--- src/rtl/gpio_exp_pkg.sv ---
package gpio_exp_pkg;

    localparam int BANKS     = 3;
    localparam int BANK_W    = 8;
    localparam int NUM_PINS  = BANKS * BANK_W;
    localparam int MAIN_PINS = 16;
    localparam int ALT_PINS  = NUM_PINS - MAIN_PINS;

    localparam logic [7:0] A_ID      = 8'h00;
    localparam logic [7:0] A_FW_MAJ  = 8'h01;
    localparam logic [7:0] A_FW_MIN  = 8'h02;
    localparam logic [7:0] A_STATUS  = 8'h10;
    localparam logic [7:0] A_SYSCTRL = 8'h40;
    localparam logic [7:0] A_DIR     = 8'h60;
    localparam logic [7:0] A_TYPE    = 8'h64;
    localparam logic [7:0] A_PULL    = 8'h68;
    localparam logic [7:0] A_SET     = 8'h6C;
    localparam logic [7:0] A_CLR     = 8'h70;

    localparam int SC_MAIN = 0;
    localparam int SC_ALT  = 3;
    localparam int SC_RST  = 7;

    typedef struct packed {
        logic [NUM_PINS-1:0] dir;
        logic [NUM_PINS-1:0] drv;
        logic [NUM_PINS-1:0] pull;
        logic [NUM_PINS-1:0] latch;
        logic                en_main;
        logic                en_alt;
    } cfg_t;

    typedef struct packed {
        cfg_t       cfg;
        logic [7:0] rdata;
    } regs_t;

endpackage

--- src/rtl/gpio_exp_sync.sv ---
module gpio_exp_sync #(
    parameter int WIDTH  = 24,
    parameter int STAGES = 2
) (
    input  logic             clk,
    input  logic             rst_n,
    input  logic [WIDTH-1:0] async_in,
    output logic [WIDTH-1:0] sync_out
);

    logic [STAGES-1:0][WIDTH-1:0] stage_d, stage_q;

    always_comb begin
        stage_d[0] = async_in;
        for (int s = 1; s < STAGES; s++) begin
            stage_d[s] = stage_q[s-1];
        end
    end

    always_ff @(posedge clk or negedge rst_n) begin
        if (!rst_n) begin
            stage_q <= '0;
        end else begin
            stage_q <= stage_d;
        end
    end

    assign sync_out = stage_q[STAGES-1];

endmodule

--- src/rtl/gpio_exp_boot.sv ---
module gpio_exp_boot #(
    parameter int BOOT_CYCLES = 500000
) (
    input  logic clk,
    input  logic rst_n,
    input  logic start,
    output logic busy
);

    localparam int CW = (BOOT_CYCLES < 1) ? 1 : $clog2(BOOT_CYCLES + 1);
    localparam logic [CW-1:0] LOAD = CW'(BOOT_CYCLES);

    logic [CW-1:0] cnt_d, cnt_q;

    always_comb begin
        cnt_d = cnt_q;
        if (start) begin
            cnt_d = LOAD;
        end else if (cnt_q != '0) begin
            cnt_d = cnt_q - 1'b1;
        end
    end

    always_ff @(posedge clk or negedge rst_n) begin
        if (!rst_n) begin
            cnt_q <= LOAD;
        end else begin
            cnt_q <= cnt_d;
        end
    end

    assign busy = (cnt_q != '0);

endmodule

--- src/rtl/gpio_exp_pad.sv ---
module gpio_exp_pad #(
    parameter int N = 24
) (
    input  logic [N-1:0] dir,
    input  logic [N-1:0] drv,
    input  logic [N-1:0] pull,
    input  logic [N-1:0] latch,
    input  logic [N-1:0] en,
    output logic [N-1:0] pad_out,
    output logic [N-1:0] pad_oe,
    output logic [N-1:0] pad_pull_en,
    output logic [N-1:0] pad_pull_up
);

    for (genvar p = 0; p < N; p++) begin : g_pin
        always_comb begin
            pad_out[p]     = 1'b0;
            pad_oe[p]      = 1'b0;
            pad_pull_en[p] = 1'b0;
            pad_pull_up[p] = 1'b0;
            if (en[p]) begin
                if (dir[p]) begin
                    if (drv[p]) begin
                        pad_oe[p]  = 1'b1;
                        pad_out[p] = latch[p];
                    end else begin
                        pad_oe[p]  = ~latch[p];
                    end
                end else begin
                    pad_pull_en[p] = drv[p];
                    pad_pull_up[p] = drv[p] & pull[p];
                end
            end
        end
    end

endmodule

--- src/rtl/gpio_exp_core.sv ---
module gpio_exp_core
    import gpio_exp_pkg::*;
#(
    parameter int         BOOT_CYCLES   = 500000,
    parameter logic [6:0] BUS_ADDR_BASE = 7'h42,
    parameter logic [7:0] FW_MAJOR      = 8'h02,
    parameter logic [7:0] FW_MINOR      = 8'h01,
    parameter int         SYNC_STAGES   = 2
) (
    input  logic                clk,
    input  logic                rst_n,
    input  logic                addr_strap,
    input  logic [7:0]          reg_addr,
    input  logic [7:0]          reg_wdata,
    input  logic                reg_wr,
    input  logic                reg_rd,
    output logic [7:0]          reg_rdata,
    output logic                busy,
    input  logic [NUM_PINS-1:0] pin_in,
    output logic [NUM_PINS-1:0] pad_out,
    output logic [NUM_PINS-1:0] pad_oe,
    output logic [NUM_PINS-1:0] pad_pull_en,
    output logic [NUM_PINS-1:0] pad_pull_up
);

    regs_t               r_d, r_q;
    logic                wr_ok;
    logic                soft_rst;
    logic [6:0]          bus_addr;
    logic [7:0]          rd_val;
    logic [NUM_PINS-1:0] pin_sync;
    logic [NUM_PINS-1:0] grp_en;
    logic [NUM_PINS-1:0] status;

    assign bus_addr = BUS_ADDR_BASE | {6'b0, addr_strap};
    assign grp_en   = {{ALT_PINS{r_q.cfg.en_alt}}, {MAIN_PINS{r_q.cfg.en_main}}};
    assign status   = pin_sync & grp_en;
    assign wr_ok    = reg_wr & ~busy;
    assign soft_rst = wr_ok && (reg_addr == A_SYSCTRL) && reg_wdata[SC_RST];

    gpio_exp_sync #(
        .WIDTH  (NUM_PINS),
        .STAGES (SYNC_STAGES)
    ) u_sync (
        .clk      (clk),
        .rst_n    (rst_n),
        .async_in (pin_in),
        .sync_out (pin_sync)
    );

    gpio_exp_boot #(
        .BOOT_CYCLES (BOOT_CYCLES)
    ) u_boot (
        .clk   (clk),
        .rst_n (rst_n),
        .start (soft_rst),
        .busy  (busy)
    );

    gpio_exp_pad #(
        .N (NUM_PINS)
    ) u_pad (
        .dir         (r_q.cfg.dir),
        .drv         (r_q.cfg.drv),
        .pull        (r_q.cfg.pull),
        .latch       (r_q.cfg.latch),
        .en          (grp_en),
        .pad_out     (pad_out),
        .pad_oe      (pad_oe),
        .pad_pull_en (pad_pull_en),
        .pad_pull_up (pad_pull_up)
    );

    // Read mux
    always_comb begin
        rd_val = 8'h00;
        if (reg_addr == A_ID) begin
            rd_val = ~{bus_addr, 1'b0};
        end else if (reg_addr == A_FW_MAJ) begin
            rd_val = FW_MAJOR;
        end else if (reg_addr == A_FW_MIN) begin
            rd_val = FW_MINOR;
        end else if (reg_addr == A_SYSCTRL) begin
            rd_val[SC_MAIN] = r_q.cfg.en_main;
            rd_val[SC_ALT]  = r_q.cfg.en_alt;
        end
        for (int b = 0; b < BANKS; b++) begin
            if (reg_addr == A_STATUS + 8'(b)) rd_val = status[b*BANK_W +: BANK_W];
            if (reg_addr == A_DIR + 8'(b))    rd_val = r_q.cfg.dir[b*BANK_W +: BANK_W];
            if (reg_addr == A_TYPE + 8'(b))   rd_val = r_q.cfg.drv[b*BANK_W +: BANK_W];
            if (reg_addr == A_PULL + 8'(b))   rd_val = r_q.cfg.pull[b*BANK_W +: BANK_W];
            if (reg_addr == A_SET + 8'(b))    rd_val = r_q.cfg.latch[b*BANK_W +: BANK_W];
            if (reg_addr == A_CLR + 8'(b))    rd_val = r_q.cfg.latch[b*BANK_W +: BANK_W];
        end
    end

    // Next-state
    always_comb begin
        r_d = r_q;
        if (wr_ok) begin
            if (reg_addr == A_SYSCTRL) begin
                if (reg_wdata[SC_RST]) begin
                    r_d.cfg = '0;
                end else begin
                    r_d.cfg.en_main = reg_wdata[SC_MAIN];
                    r_d.cfg.en_alt  = reg_wdata[SC_ALT];
                end
            end
            for (int b = 0; b < BANKS; b++) begin
                if (reg_addr == A_DIR + 8'(b))
                    r_d.cfg.dir[b*BANK_W +: BANK_W] = reg_wdata;
                if (reg_addr == A_TYPE + 8'(b))
                    r_d.cfg.drv[b*BANK_W +: BANK_W] = reg_wdata;
                if (reg_addr == A_PULL + 8'(b))
                    r_d.cfg.pull[b*BANK_W +: BANK_W] = reg_wdata;
                if (reg_addr == A_SET + 8'(b))
                    r_d.cfg.latch[b*BANK_W +: BANK_W] =
                        r_q.cfg.latch[b*BANK_W +: BANK_W] | reg_wdata;
                if (reg_addr == A_CLR + 8'(b))
                    r_d.cfg.latch[b*BANK_W +: BANK_W] =
                        r_q.cfg.latch[b*BANK_W +: BANK_W] & ~reg_wdata;
            end
        end
        if (reg_rd) begin
            r_d.rdata = rd_val;
        end
    end

    always_ff @(posedge clk or negedge rst_n) begin
        if (!rst_n) begin
            r_q <= '0;
        end else begin
            r_q <= r_d;
        end
    end

    assign reg_rdata = r_q.rdata;

endmodule

--- config.mk ---
export PLATFORM = sky130hd
export DESIGN_NAME = gpio_exp_core
export DESIGN_NICKNAME = d
export VERILOG_FILES = /design/src/rtl/gpio_exp_pkg.sv /design/src/rtl/gpio_exp_sync.sv /design/src/rtl/gpio_exp_boot.sv /design/src/rtl/gpio_exp_pad.sv /design/src/rtl/gpio_exp_core.sv
export SDC_FILE = /design/constraint.sdc
export NUM_CORES = 1
export LEC_CHECK = 0
export BUFFER_PORTS_ARGS = -buffer_cell sky130_fd_sc_hd__buf_4
export CAP_MARGIN = 10
export CORE_ASPECT_RATIO = 0.6
export CORE_MARGIN = 2
export CORE_UTILIZATION = 28
export DETAILED_ROUTE_END_ITERATION = 8
export MAX_ROUTING_LAYER = met4
export PLACE_DENSITY = 0.47
export SLEW_MARGIN = 20
export SYNTH_ARGS = -nofsm -noshare
export SYNTH_HDL_FRONTEND = slang
export SYNTH_SLANG_ARGS = --single-unit
--- constraint.sdc ---
create_clock -name clk -period 2.45 [get_ports clk]
set_clock_uncertainty 0.15 [all_clocks]
set_input_delay 0.1225 -clock clk [delete_from_list [all_inputs] [get_ports clk]]
set_output_delay 0.1225 -clock clk [all_outputs]
set_load 0.02 [all_outputs]
After elaboration in Yosys (flattened, before gate mapping):

Cells that the tools add are included.

* output and inout bits: 105
* bits in registers: 173
* input bits: 45
* logic and storage cells: 425

* reduce and logical (&&, ||, !) cells: 42
* bitwise operators: 59
* add/subtract/negate cells: 1
* equality and inequality tests: 21
* mux-type cells: 284

Operator list (count)
* 2-to-1 mux 8 bit: 34
* 2-to-1 mux 1 bit: 244
* == test 8 x 7 -> 1 bit (second input constant): 16
* 2-to-1 mux 98 bit: 1
* 2-to-1 mux 96 bit: 1
* 2-to-1 mux 19 bit: 2
* nonzero test 2 bit: 19
* AND reduction 3 bit: 12
* bitwise AND 1 bit: 25
* NOT 1 bit: 25
* bitwise AND 24 bit: 1
* bitwise AND 8 bit: 3
* == test 8 x 5 -> 1 bit (second input constant): 3
* OR 8 bit: 3
* nonzero test 19 bit: 1
* subtractor 19 x 1 -> 19 bit (second input constant): 1
* nonzero test 3 bit: 6
* NOT 8 bit: 2
* == test 8 x 1 -> 1 bit (second input constant): 1
* == test 8 x 2 -> 1 bit (second input constant): 1
* logical NOT 8 bit: 1
* 2-to-1 mux 4 bit: 1
* logical AND 1 bit: 2
* 2-to-1 mux 2 bit: 1
* AND reduction 2 bit: 1

Longest topological paths before layout:

Gate-level depths: netlist of run 1.

* depth after elaboration: 23
* gate-level depth with buffers: 9
* depth with buffers taken out: 8

By module:

From an unflattened synthesis of run 1, not the netlist that was laid out.

* cells, all modules: 1129
* area total of the unflattened synthesis: 9675.5 µm²

By module, submodules not included
* gpio_exp_core: seq. area each 2652.5 µm², area each 6249.7 µm², cells each 771, instances 1
* gpio_exp_sync: seq. area each 1201.2 µm², area each 1201.2 µm², cells each 48, instances 1
* gpio_exp_boot: seq. area each 484.2 µm², area each 1113.6 µm², cells each 118, instances 1
* gpio_exp_pad: seq. area each 0.0 µm², area each 1111.1 µm², cells each 192, instances 1

Worst setup path before layout of run 1:

Ideal clock, no wire load.

* path kind: register to register
* from: register u_boot.cnt_q[7]
* to: register r_q[90] (netlist name)
* setup slack: -0.014 ns
* clock period less this slack: 2.464 ns
* data required time: 2.179 ns
* stages on the path, launching flop included: 8
* data arrival time: 2.193 ns
* path buffers: 1
* library setup time: 0.121 ns
* cell sequence: dfrtp_1 nor4_2 nand4_2 or3_1 buf_6 nor4_4 nor2_2 a22o_1

* cells in the longest elaborated chain, start to end: 4

Ends and longest elaborated chain
* start, declared: RTL line gpio_exp_boot.sv:13 `logic [CW-1:0] cnt_d, cnt_q;`
* start signal, assigned: RTL line gpio_exp_boot.sv:28 `cnt_q <= cnt_d;`
* nonzero test 19 bit: RTL line gpio_exp_boot.sv:32 `assign busy = (cnt_q != '0);`
* NOT 1 bit: RTL line gpio_exp_core.sv:38 `assign wr_ok = reg_wr & ~busy;`
* bitwise AND 1 bit: RTL line gpio_exp_core.sv:38
* AND reduction 3 bit (no source line)
* end signal, assigned: RTL line gpio_exp_core.sv:133 `r_q <= r_d;`
* end, declared: RTL line gpio_exp_core.sv:26 `regs_t r_d, r_q;`

No other way between the ends.
A chain may end at the register's enable or synchronous reset.

Worst setup path in the final report of run 1:

* from: register u_boot.cnt_q[6]
* to: output busy

* cells in the longest elaborated chain, start to end: 1

Ends and longest elaborated chain
* nonzero test 19 bit: RTL line gpio_exp_boot.sv:32
* end, declared: RTL line gpio_exp_core.sv:18 `output logic busy,`

No other way between the ends.

==> impl_metrics.py, run 1 <==
metrics = {
    "placement": {
        "hpwlAfterDp_um": 26200,
        "dpl.cell_count": 1499,
        "place.gp.congestion": 0.927,
        "io_buffers": 149,
    },
    "cells_and_area": {
        "share_of_final_layout_standard_cells_stronger_than_drive_strength_1_pct": 28.7,
        "fill_cells": 3132,
        "synthToLayoutAreaGrowth_pct": 36.8,
        "fin_nets": 1189,
        "diodes": 0,
        "multi_input_comb_area_um2": 4220,
        "layoutNonFillerInstCount": 1572,
        "final-seq-area_um2": 4340,
    },
    "routing": {
        "post_drt_via_cell_ratio": 5.25,
        "routedWlPerCell_um": 22.0,
        "detail-route-antenna-nets": 0,
        "first_drt_pass_iteration_count": 7,
        "drcViolationCount": 0,
        "num_vias": 8259,
        "routed_wirelength_um": 34700,
        "initialDrtViolationCount": 910,
    },
    "floorplanning": {
        "dieHeight_um": 142,
        "die_width_um": 233,
        "core_area_um2": 31200,
        "fp-row-count": 50,
        "initial_utilization_pct": 28.4,
        "fp.dieArea_um2": 33100,
        "boundaryPins": 150,
    },
    "synthesis": {
        "post_synthesis_cells": 905,
        "post_synthesis_share_of_cell_area_spent_on_xor_and_xnor_gates_pct": 1.39,
        "yosys_warnings": 0,
        "yosys_register_bits": 173,
        "ys.flop_type": "dfrtp_1",
        "synth_mux_area_share_pct": 0.608,
        "postSynthNetCount": 951,
        "netlist_top_cells_area": "dfrtp_1 47%, a22o_1 9.0%, nand2_1 4.3%, a21oi_1 3.1%, nor2_1 3.1%",
        "combinational_family_with_the_most_area_after_synthesis": "compound AO/OA/AOI/OAI gates",
        "synth_edf_count": 0,
        "netlist.top_cell.by_area": "dfrtp_1",
        "synth-adder-area-share_pct": 0.141,
        "synth_area_per_cell_um2": 9.77,
        "synth_top_area_share_pct": 47.0,
        "post_synth_instance_area_um2": 8850,
        "synth-simple-area-share_pct": 20.7,
        "seq_area_frac_synth_pct": 49.0,
        "synth.lib_cells_used.distinct": 72,
        "share_of_the_synthesized_area_in_compound_gates_ao_oa_aoi_oai_pct": 23.5,
        "postSynth.asyncResetShare_pct": 100,
    },
    "clocking": {
        "cts_htree_levels": 4,
        "cts_buf_count": 17,
        "clk_latency_ns": 0.44,
        "cts_tree": "yes",
        "worst_setup_hold_path_clk_slew_ns": 0.07,
        "cts.sink_count": 173,
        "clock_tree.root_cell": "clkbuf_16",
        "cts_max_path_buffers": 2,
    },
    "worst_setup_path": {
        "cpLargestDelayFamily": "simple AND/OR/NAND/NOR gates",
        "timing.critical_path.arrival_ns": 2.17,
        "critical_path_depth": 5,
        "critical-path-slowest-cell": "or4_4",
        "rr_startpoint": "u_boot.cnt_q[6]",
        "r2r_cells": 7,
        "required_ns": 2.18,
        "cp_cell_sequence": "nor4_4 -> nand4_2 -> buf_6 -> or4_4 -> buf_6",
        "critPathMostFrequentCell": "buf_6",
        "worstPathMaxFanout": 4,
        "worstReg2RegEnd": "r_q[41]",
        "critical_path.startpoint_type": "flop",
        "regToRegSetupSlack_ns": 0.08,
        "max_stage_delay_ns": 0.49,
        "worst_setup_path_end_kind": "output pin",
        "timing.critical_path.buf_inv": 2,
        "crit_type": "flop to output pin",
    },
    "hold_path": {
        "type_of_the_most_critical_hold_path": "primary input to async pin",
    },
    "grt": {
        "grt_pass1_wl_um": 51600,
        "grt_start_max_net_pins": 56,
        "globalRouteTotalUtil_pct": 22.0,
        "overflow": 0,
        "first_global_vias": 7791,
        "antenna_found_initial": 0,
    },
    "power": {
        "power.total_w": 0.00627,
        "power-per-cell-area_nw_per_um2": 518,
        "static-leakage-power_nw": 5.41,
        "vdd_ir_drop_max_mv": 0.369,
    },
    "sta": {
        "setup_repair_after_global_routing_missed_its_margin": "true",
        "worst_pin_slew_ns": 0.673,
        "maxSlewViolCount": 0,
        "fin_setup_tns_ns": 0,
        "clock.fmax_mhz": 409,
        "slew_headroom_pct": 55.0,
        "hold_viol_final": 0,
        "final_min_period_over_clock_period_pct": 99.8,
        "period_minus_slack_ns": 2.44,
        "final-setup-viol-count": 0,
    },
    "flow_run": {
        "drv.max_cap_violation_count": 0,
    },
    "outcome": {
        "run_status": "finished clean",
    },
}
[worst max path at each step]
stage	startpoint	to	slack (ns)
after floorplan	u_boot.cnt_q[7]	r_q[74]	0.01
after global placement	u_boot.cnt_q[7]	r_q[32]	-0.07
after detailed placement	u_boot.cnt_q[7]	r_q[32]	-0.11
after CTS	u_boot.cnt_q[6]	r_q[89]	-0.003
after global routing	u_boot.cnt_q[6]	busy	-0.1
final	u_boot.cnt_q[6]	busy	0.005
[synth_stat cells (7+ instances only)]
| cell | instances |
|---|---|
| nor2_1 | 73 |
| inv_1 | 32 |
| nand2_1 | 102 |
| nor3_1 | 15 |
| nor3_4 | 8 |
| a22oi_1 | 10 |
| nand2b_1 | 8 |
| o211ai_1 | 11 |
| buf_4 | 8 |
| nor2b_1 | 11 |
| nor3b_1 | 22 |
| a31oi_1 | 7 |
| o2111ai_1 | 8 |
| dfrtp_1 | 166 |
| xnor2_1 | 8 |
| a22o_1 | 91 |
| a21oi_1 | 55 |
| nand3_1 | 16 |
| o21ai_0 | 46 |
| dfstp_2 | 7 |
| o22ai_1 | 7 |
| clkbuf_1 | 41 |
| and2_1 | 25 |
| nor2_2 | 8 |
| a21o_1 | 7 |
[registers in the layout, summed over array words and instances (netlist names)]
| register | count |
|---|---|
| u_boot.cnt_q | 19 |
| u_sync.stage_d | 24 |
| u_sync.sync_out | 24 |
| reg_rdata | 8 |
| r_q | 96 |
| grp_en | 2 |
[placed cells by master, fill, tap and decap left out, types with 9 or more instances in the layout]
cell type / synthesis / final
a21oi_1: 55 / 55
a22o_1: 91 / 91
a22oi_1: 10 / 10
and2_1: 25 / 25
buf_4: 8 / 233
clkbuf_16: 0 / 18
dfrtp_1: 166 / 166
dlygate4sd3_1: 0 / 33
inv_1: 32 / 32
nand2_1: 102 / 102
nand3_1: 16 / 16
nor2_1: 73 / 72
nor2b_1: 11 / 11
nor3_1: 15 / 13
nor3b_1: 22 / 22
o211ai_1: 11 / 11
o21ai_0: 46 / 37
o21ai_1: 0 / 9
[per-stage QoR]
step	instance area (um2)	util, %	hold slack [ns]	setup slack, ns
after floorplan	8850	-	-0.323	0.0112
after global placement	10900	35.1	-0.0350	-0.0707
after detailed placement	10900	35.1	-0.0286	-0.107
after CTS	11900	38.3	0.0514	-0.00319
after global routing	12100	38.8	0.0576	-0.0981
final	12100	38.8	0.0687	0.00540
[cell type report]
type | instances | share of cell area [%]
repair buffers | 279 | 18.8
inverters | 33 | 1.02
clock buffers | 19 | 3.58
clock inverters | 13 | 1.58
flip-flops and latches | 173 | 35.9
multi-input cells | 639 | 34.9
well taps | 416 | 4.30
[routing by layer]
layer / track usage [%] / up-vias / part of all wire, %
met5: - / - / 0
met4: 4.10 / 0 / 0.88
met3: 5.31 / 21 / 8.8
met2: 26.3 / 352 / 37
met1: 35.9 / 4100 / 53
li1: - / 3786 / -
[report_power, final]
| part | switching [W] | internal (W) |
|---|---|---|
| Clock | 0.00120 | 0.00171 |
| Sequential | 0.0000191 | 0.00290 |
| Combinational | 0.000270 | 0.000169 |
| Total | 0.00149 | 0.00478 |
[cell families (layout without fill, tap and decap cells)]
kind of cell / after synthesis / count (layout)
xor+xnor: 14 / 14
buf+inv: 93 / 344
mux: 5 / 5
simple gates: 333 / 333
flops: 173 / 173
compound gates: 286 / 286
fa+ha+maj: 1 / 1
[timing repair]
| item | in CTS | in global routing |
|---|---|---|
| hold buffers | 33 | 0 |
| gates cloned | 0 | 1 |
| resized for setup | 5 | 35 |
| setup endpoints to repair | 86 | 100 |
| endpoints found under the hold margin | 266 | 0 |
| pin swaps | 3 | 10 |
| setup buffers | 2 | 5 |
(Power assumes the default switching activity.)
==> run 2, diff against run 1 <==
--- a/config.mk
+++ b/config.mk
@@ -17,3 +17,4 @@
 export SYNTH_ARGS = -nofsm -noshare
 export SYNTH_HDL_FRONTEND = slang
+export SYNTH_HIERARCHICAL = 1
 export SYNTH_SLANG_ARGS = --single-unit
==> constraint.sdc (replaced) <==
create_clock -name clk -period 2.45 [get_ports clk]
set_clock_uncertainty 0.15 [all_clocks]
set_input_delay 0.3675 -clock clk [delete_from_list [all_inputs] [get_ports clk]]
set_output_delay 0.3675 -clock clk [all_outputs]
set_load 0.02 [all_outputs]
==> impl_metrics.py, run 2 <==
metrics = {
    "routing": {
        "routedWlPerCell_um": 21.1,
        "drcViolationCount": 0,
        "post_drt_via_cell_ratio": 5.16,
        "detail-route-antenna-nets": 0,
        "initialDrtViolationCount": 948,
        "num_vias": 9811,
        "first_drt_pass_iteration_count": 7,
        "routed_wirelength_um": 40000,
    },
    "synthesis": {
        "yosys_register_bits": 173,
        "post_synth_instance_area_um2": 9680,
        "post_synthesis_cells": 1129,
        "synth.lib_cells_used.distinct": 78,
        "synth_edf_count": 0,
        "synth_top_cells_by_count": "242 x nand2_1, 166 x dfrtp_1, 121 x nor2_1",
        "postSynth.asyncResetShare_pct": 100,
        "ys.flop_type": "dfrtp_1",
        "synth_area_per_cell_um2": 8.57,
        "yosys_warnings": 6,
        "seq_area_frac_synth_pct": 44.8,
        "netlist_top_cells_area": "dfrtp_1 43%, nand2_1 9.4%, nor2_1 4.7%, nand3_1 3.8%, nor3b_2 3.1%",
        "synth_top_area_share_pct": 42.9,
        "netlist.top_cell.by_area": "dfrtp_1",
        "postSynthNetCount": 1175,
        "yosys.cell_count.top_type": "nand2_1",
    },
    "worst_setup_path": {
        "worstPathMaxFanout": 9,
        "critical-path-slowest-cell": "or4_4",
        "worst_setup_path_end_kind": "flop",
        "timing.critical_path.arrival_ns": 2.89,
        "required_ns": 2.63,
        "timing.critical_path.buf_inv": 2,
        "critical_path.startpoint_type": "flop",
        "cp_cell_sequence": "or4_4 -> nor4_4 -> nand2_2 -> nor4bb_4 -> nand4_4 -> inv_2 -> buf_6 -> nor2b_1 -> mux2_2",
        "max_stage_delay_ns": 0.55,
        "crit_type": "flop to flop",
        "cpLargestDelayFamily": "simple AND/OR/NAND/NOR gates",
    },
    "clocking": {
        "cts.sink_count": 173,
        "clock_tree.root_cell": "clkbuf_16",
        "cts_buf_count": 17,
        "cts_tree": "yes",
        "clk_latency_ns": 0.45,
        "worst_setup_hold_path_clk_slew_ns": 0.07,
        "cts_htree_levels": 4,
        "cts_max_path_buffers": 2,
    },
    "floorplanning": {
        "die_width_um": 244,
        "fp-row-count": 52,
        "core_area_um2": 33900,
        "fp.dieArea_um2": 36100,
        "dieHeight_um": 148,
        "initial_utilization_pct": 28.5,
        "boundaryPins": 150,
    },
    "flow_run": {
        "drv.max_cap_violation_count": 0,
    },
    "hold_path": {
        "type_of_the_most_critical_hold_path": "primary input to flop",
    },
    "power": {
        "netSwitchingFraction_pct": 24.8,
        "power-per-cell-area_nw_per_um2": 500,
        "vdd_ir_drop_max_mv": 0.513,
        "power.total_w": 0.00689,
        "internal_power_w": 0.00518,
        "comb_power_share_pct": 12.0,
        "static-leakage-power_nw": 5.98,
        "seqPwrFrac_pct": 44.1,
        "net_load_switching_power_w": 0.00171,
        "power_frac_clock_pct": 43.9,
    },
    "sta": {
        "setup_repair_after_global_routing_missed_its_margin": "true",
        "maxSlewViolCount": 0,
        "worst_pin_slew_ns": 0.744,
        "final_min_period_over_clock_period_pct": 111,
        "fin_setup_tns_ns": -20.47,
        "hold_viol_final": 0,
        "slew_headroom_pct": 50.3,
        "fin_worst_hold_slack_ns": 0.119,
        "postLayoutSetupSlackWorst_ns": -0.259,
        "clock.fmax_mhz": 369,
        "final-setup-viol-count": 118,
        "period_minus_slack_ns": 2.71,
    },
    "grt": {
        "globalRouteTotalUtil_pct": 23.1,
        "first_global_vias": 9369,
        "antenna_found_initial": 1,
        "overflow": 0,
        "grt_start_max_net_pins": 48,
        "grt_pass1_wl_um": 60200,
    },
    "cells_and_area": {
        "diodes": 0,
        "post-route-cell-area_um2": 13800,
        "fin_nets": 1475,
        "top_register": "r_q",
        "synthToLayoutAreaGrowth_pct": 42.4,
        "share_of_final_layout_standard_cells_stronger_than_drive_strength_1_pct": 36.8,
        "number_of_flip_flops_in_the_largest_register": 96,
        "post-route-util_pct": 40.6,
        "layout_commonest_cell": "buf_4",
        "fill_cells": 3393,
        "final_cell_mix": "285 x buf_4, 222 x nand2_1, 164 x dfrtp_1",
    },
    "placement": {
        "place_area_um2": 12400,
        "io_buffers": 149,
        "hpwlAfterDp_um": 30900,
        "place.gp.congestion": 0.902,
    },
    "outcome": {
        "violations": "negative setup slack",
        "run_status": "complete, but fails checks",
    },
}
run 2: changes by cell type after synthesis, sizes merged, moves of 8 or more:
cell	before	now
nand2	102	268
a22o	91	9
nand3	16	74
nor2	81	126
and2	25	0
buf	19	40
a21oi	57	76
o21ai	46	61
clkbuf	41	27
nand4	4	17
xnor2	8	0
run 2: final cells by class:
| class | instances | area [um2] | area share, % |
|---|---|---|---|
| sequential | 173 | 4340 | 31.5 |
| multi-input combinational | 856 | 5170 | 37.5 |
| timing repair buffer | 348 | 2930 | 21.2 |
| tap | 459 | 574 | 4.17 |
| clock inverter | 10 | 189 | 1.37 |
| inverter | 33 | 124 | 0.899 |
| clock buffer | 22 | 454 | 3.30 |
run 2: final timing paths:
check                                    from            endpoint  slack (ns)  cells past startpoint
max in group asynchronous               rst_n             r_q[49]        1.11                      3
max                           u_boot/cnt_q[8]    u_boot/cnt_q[14]       -0.26                      9
min                              reg_wdata[4]            r_q[102]        0.12                      3
min in group asynchronous               rst_n  u_sync/stage_d[36]        0.28                      2
min reg2reg                u_sync/stage_d[26]  u_sync/sync_out[2]        0.20                      0
max reg2reg                   u_boot/cnt_q[8]    u_boot/cnt_q[14]       -0.26                      9
run 2: stage by stage:
stage	cells	worst slack, ns
5_1_grt	1901	-0.399
6_report	1901	-0.259
3_3_place_gp	1825	-0.265
4_1_cts	1891	-0.241
3_5_place_dp	1825	-0.275
2_1_floorplan	1129	-0.620
run 2: cell families after synthesis:
kind of cell,synth area share [%]
compound gates,17.3
buf+inv,4.80
simple gates,31.6
flops,44.8
mux,1.32
fa+ha+maj,0.129
run 2: repair_timing:
action / CTS / global route
setup buffers: 7 / 10
resized for setup: 37 / 58
endpoints found under the setup margin: 142 / 122
cloned: 2 / 0
hold endpoints to repair: 65 / 0
hold buffers: 25 / 0
pin swaps: 13 / 16
run 2: per-layer routing:
metal,up-vias,GRT usage (%),wire length (um)
met3,31,5.37,3340
met4,0,4.82,478
met2,368,29.8,15800
li1,4554,-,-
met5,-,-,0
met1,4858,35.7,20400
run 2: power groups by stage:
stage / sequential, W / clock, W / combinational, W
finish: 0.00304 / 0.00303 / 0.000824
global route: 0.00305 / 0.00320 / 0.000896
CTS: 0.00304 / 0.00309 / 0.000802
detailed placement: 0.00309 / 0 / 0.000764
global placement: 0.00309 / 0 / 0.000762
floorplan: 0.00309 / 0 / 0.000334
run 2: worst min-delay path, stage by stage:
cell     delay [ns]
buf_4          0.19
nand2_1        0.08
nand2_1        0.04
==> run 3, diff against run 2 <==
Settings changed: ABC_AREA set to 1.
==> impl_metrics.py, run 3 <==
metrics = {
    "synthesis": {
        "postSynth.asyncResetShare_pct": 100,
        "postSynthNetCount": 1227,
        "netlist_top_cells_area": "dfrtp_1 46%, nand2_1 9.3%, inv_1 8.4%, nand3_1 6.5%, a21oi_1 4.9%",
        "yosys.cell_count.top_type": "nand2_1",
        "netlist.top_cell.by_area": "dfrtp_1",
        "yosys_warnings": 6,
        "ys.flop_type": "dfrtp_1",
        "synth_top_cells_by_count": "223 x nand2_1, 201 x inv_1, 166 x dfrtp_1",
        "synth_edf_count": 0,
        "synth_top_area_share_pct": 46.0,
        "seq_area_frac_synth_pct": 48.1,
        "post_synth_instance_area_um2": 9020,
        "synth_area_per_cell_um2": 7.64,
        "yosys_register_bits": 173,
        "synth.lib_cells_used.distinct": 37,
        "post_synthesis_cells": 1181,
    },
    "cells_and_area": {
        "layout_commonest_cell": "buf_4",
        "post-route-cell-area_um2": 12300,
        "number_of_flip_flops_in_the_largest_register": 96,
        "fin_nets": 1487,
        "top_register": "r_q",
        "final_cell_mix": "240 x buf_4, 220 x nand2_1, 198 x inv_1",
        "share_of_final_layout_standard_cells_stronger_than_drive_strength_1_pct": 25.0,
        "post-route-util_pct": 39.1,
        "fill_cells": 3311,
        "synthToLayoutAreaGrowth_pct": 36.2,
    },
    "placement": {
        "io_buffers": 149,
        "place.gp.congestion": 0.925,
        "hpwlAfterDp_um": 28100,
        "place_area_um2": 11300,
    },
    "power": {
        "vdd_ir_drop_max_mv": 0.520,
        "power-per-cell-area_nw_per_um2": 500,
        "power.total_w": 0.00614,
        "static-leakage-power_nw": 6.09,
    },
    "sta": {
        "final_min_period_over_clock_period_pct": 94.2,
        "maxSlewViolCount": 0,
        "slew_headroom_pct": 51.5,
        "worst_pin_slew_ns": 0.727,
        "hold_viol_final": 0,
        "period_minus_slack_ns": 2.31,
        "fin_worst_hold_slack_ns": 0.0274,
        "setup_repair_after_global_routing_missed_its_margin": "true",
        "final-setup-viol-count": 0,
        "clock.fmax_mhz": 433,
    },
    "floorplanning": {
        "fp.dieArea_um2": 33700,
        "core_area_um2": 31500,
        "fp-row-count": 50,
        "dieHeight_um": 143,
        "boundaryPins": 150,
        "initial_utilization_pct": 28.7,
        "die_width_um": 236,
    },
    "clocking": {
        "cts_max_path_buffers": 2,
        "cts_htree_levels": 4,
        "cts_buf_count": 17,
        "cts_tree": "yes",
        "clk_latency_ns": 0.47,
        "cts.sink_count": 173,
        "worst_setup_hold_path_clk_slew_ns": 0.08,
        "clock_tree.root_cell": "clkbuf_16",
    },
    "routing": {
        "post_drt_via_cell_ratio": 4.80,
        "drcViolationCount": 0,
        "initialDrtViolationCount": 801,
        "first_drt_pass_iteration_count": 5,
        "routed_wirelength_um": 36100,
        "num_vias": 8986,
        "detail-route-antenna-nets": 0,
        "routedWlPerCell_um": 19.3,
    },
    "grt": {
        "grt_pass1_wl_um": 54700,
        "overflow": 0,
        "antenna_found_initial": 1,
        "grt_start_max_net_pins": 58,
        "globalRouteTotalUtil_pct": 22.6,
        "first_global_vias": 8658,
    },
    "worst_setup_path": {
        "critical_path.startpoint_type": "flop",
        "cp_cell_sequence": "nor2_2 -> nand2_2 -> nor2_4 -> nand3_4 -> nor2_4 -> buf_4 -> nand4_1 -> buf_4 -> buf_4 -> nand2_1 -> o22ai_1",
        "critical-path-slowest-cell": "dfrtp_1",
        "regToRegSetupSlack_ns": 0.14,
        "crit_type": "flop to flop",
        "timing.critical_path.arrival_ns": 2.46,
        "worst_setup_path_end_kind": "flop",
        "max_stage_delay_ns": 0.45,
        "critPathMostFrequentCell": "buf_4",
        "worstPathMaxFanout": 8,
        "required_ns": 2.60,
    },
    "outcome": {
        "run_status": "finished clean",
    },
    "flow_run": {
        "drv.max_cap_violation_count": 0,
    },
    "hold_path": {
        "type_of_the_most_critical_hold_path": "primary input to flop",
    },
}
run 3: changes by cell type after synthesis, moves of 13 or more:
cell	before	now
nor3_1	16	36
nand2_2	26	11
a21oi_2	28	0
o22ai_1	11	24
inv_1	33	201
a21oi_1	48	89
nor3b_2	24	0
nor2b_1	15	0
nor2_1	121	105
nand2_1	242	223
buf_2	29	4
nand3_1	74	118
run 3: final timing paths:
check                                    from                  end  depth (start not counted)
hold / removal                   reg_wdata[6]              r_q[16]                          2
min in group asynchronous               rst_n   u_sync/stage_d[31]                          2
hold reg to reg            u_sync/stage_d[38]  u_sync/sync_out[14]                          0
setup / recovery             u_boot/cnt_q[11]              r_q[87]                         11
max in group asynchronous               rst_n     u_boot/cnt_q[18]                          3
setup reg to reg             u_boot/cnt_q[11]              r_q[87]                         11
run 3: what timing repair did:
item                                   in CTS  in global routing
setup buffers                               7                  0
hold buffers                               29                  0
cloned                                      0                  0
setup endpoints to repair                  11                 55
gates resized for setup                     6                  3
endpoints found under the hold margin      79                  0
pin swaps                                   6                  2
run 3: metal layers:
layer	vias up	track usage [%]	part of all wire, %	wire length [um]
met5	-	-	0	0
met4	0	4.69	1.2	445
met3	25	6.07	8.2	2970
met2	345	29.4	39	13900
met1	4300	34.3	52	18800
li1	4316	-	-	-
run 3: through the flow:
step,std cells,setup slack [ns],TNS [ns]
after floorplan,1181,0.0209,0
after global placement,1802,-0.0650,-0.430
after detailed placement,1802,-0.0789,-0.615
after CTS,1870,0.0195,0
after global routing,1871,-0.0238,-0.0935
final,1872,0.143,0
run 3: final cells by class:
class	count	area [um2]	share of cell area, %
Clock inverter	15	166	1.35
Inverter	211	797	6.49
Multi-Input combinational cell	759	3760	30.6
Timing Repair Buffer	279	2270	18.5
Clock buffer	17	425	3.46
Tap cell	416	520	4.24
Sequential cell	173	4340	35.3
Antenna cell	2	5.00	0.0407
run 3: cell families (layout without fill, tap and decap cells):
group           count (synthesis)  count (layout)  synth area share [%]
simple gates                  559             559                  28.8
buf+inv                       249             522                  11.1
compound gates                198             198                  11.8
flops                         173             173                  48.1
fa+ha+maj                       1               1                 0.139
xor+xnor                        1               1                0.0971
other cells                     0               2                     0
run 3: critical path: cells and delay by family, from the launching register on:
kind                   cells  cell delay (ns)
DFF                        1             0.45
AOI/OAI and AO/OA          1             0.10
and+or+nand+nor            7             0.92
buffers and inverters      3             0.53
run 3: report_power, final:
group / internal [W] / switching [W]
clock network: 0.00146 / 0.00135
logic: 0.000151 / 0.000239
registers: 0.00291 / 0.0000303
total: 0.00452 / 0.00162
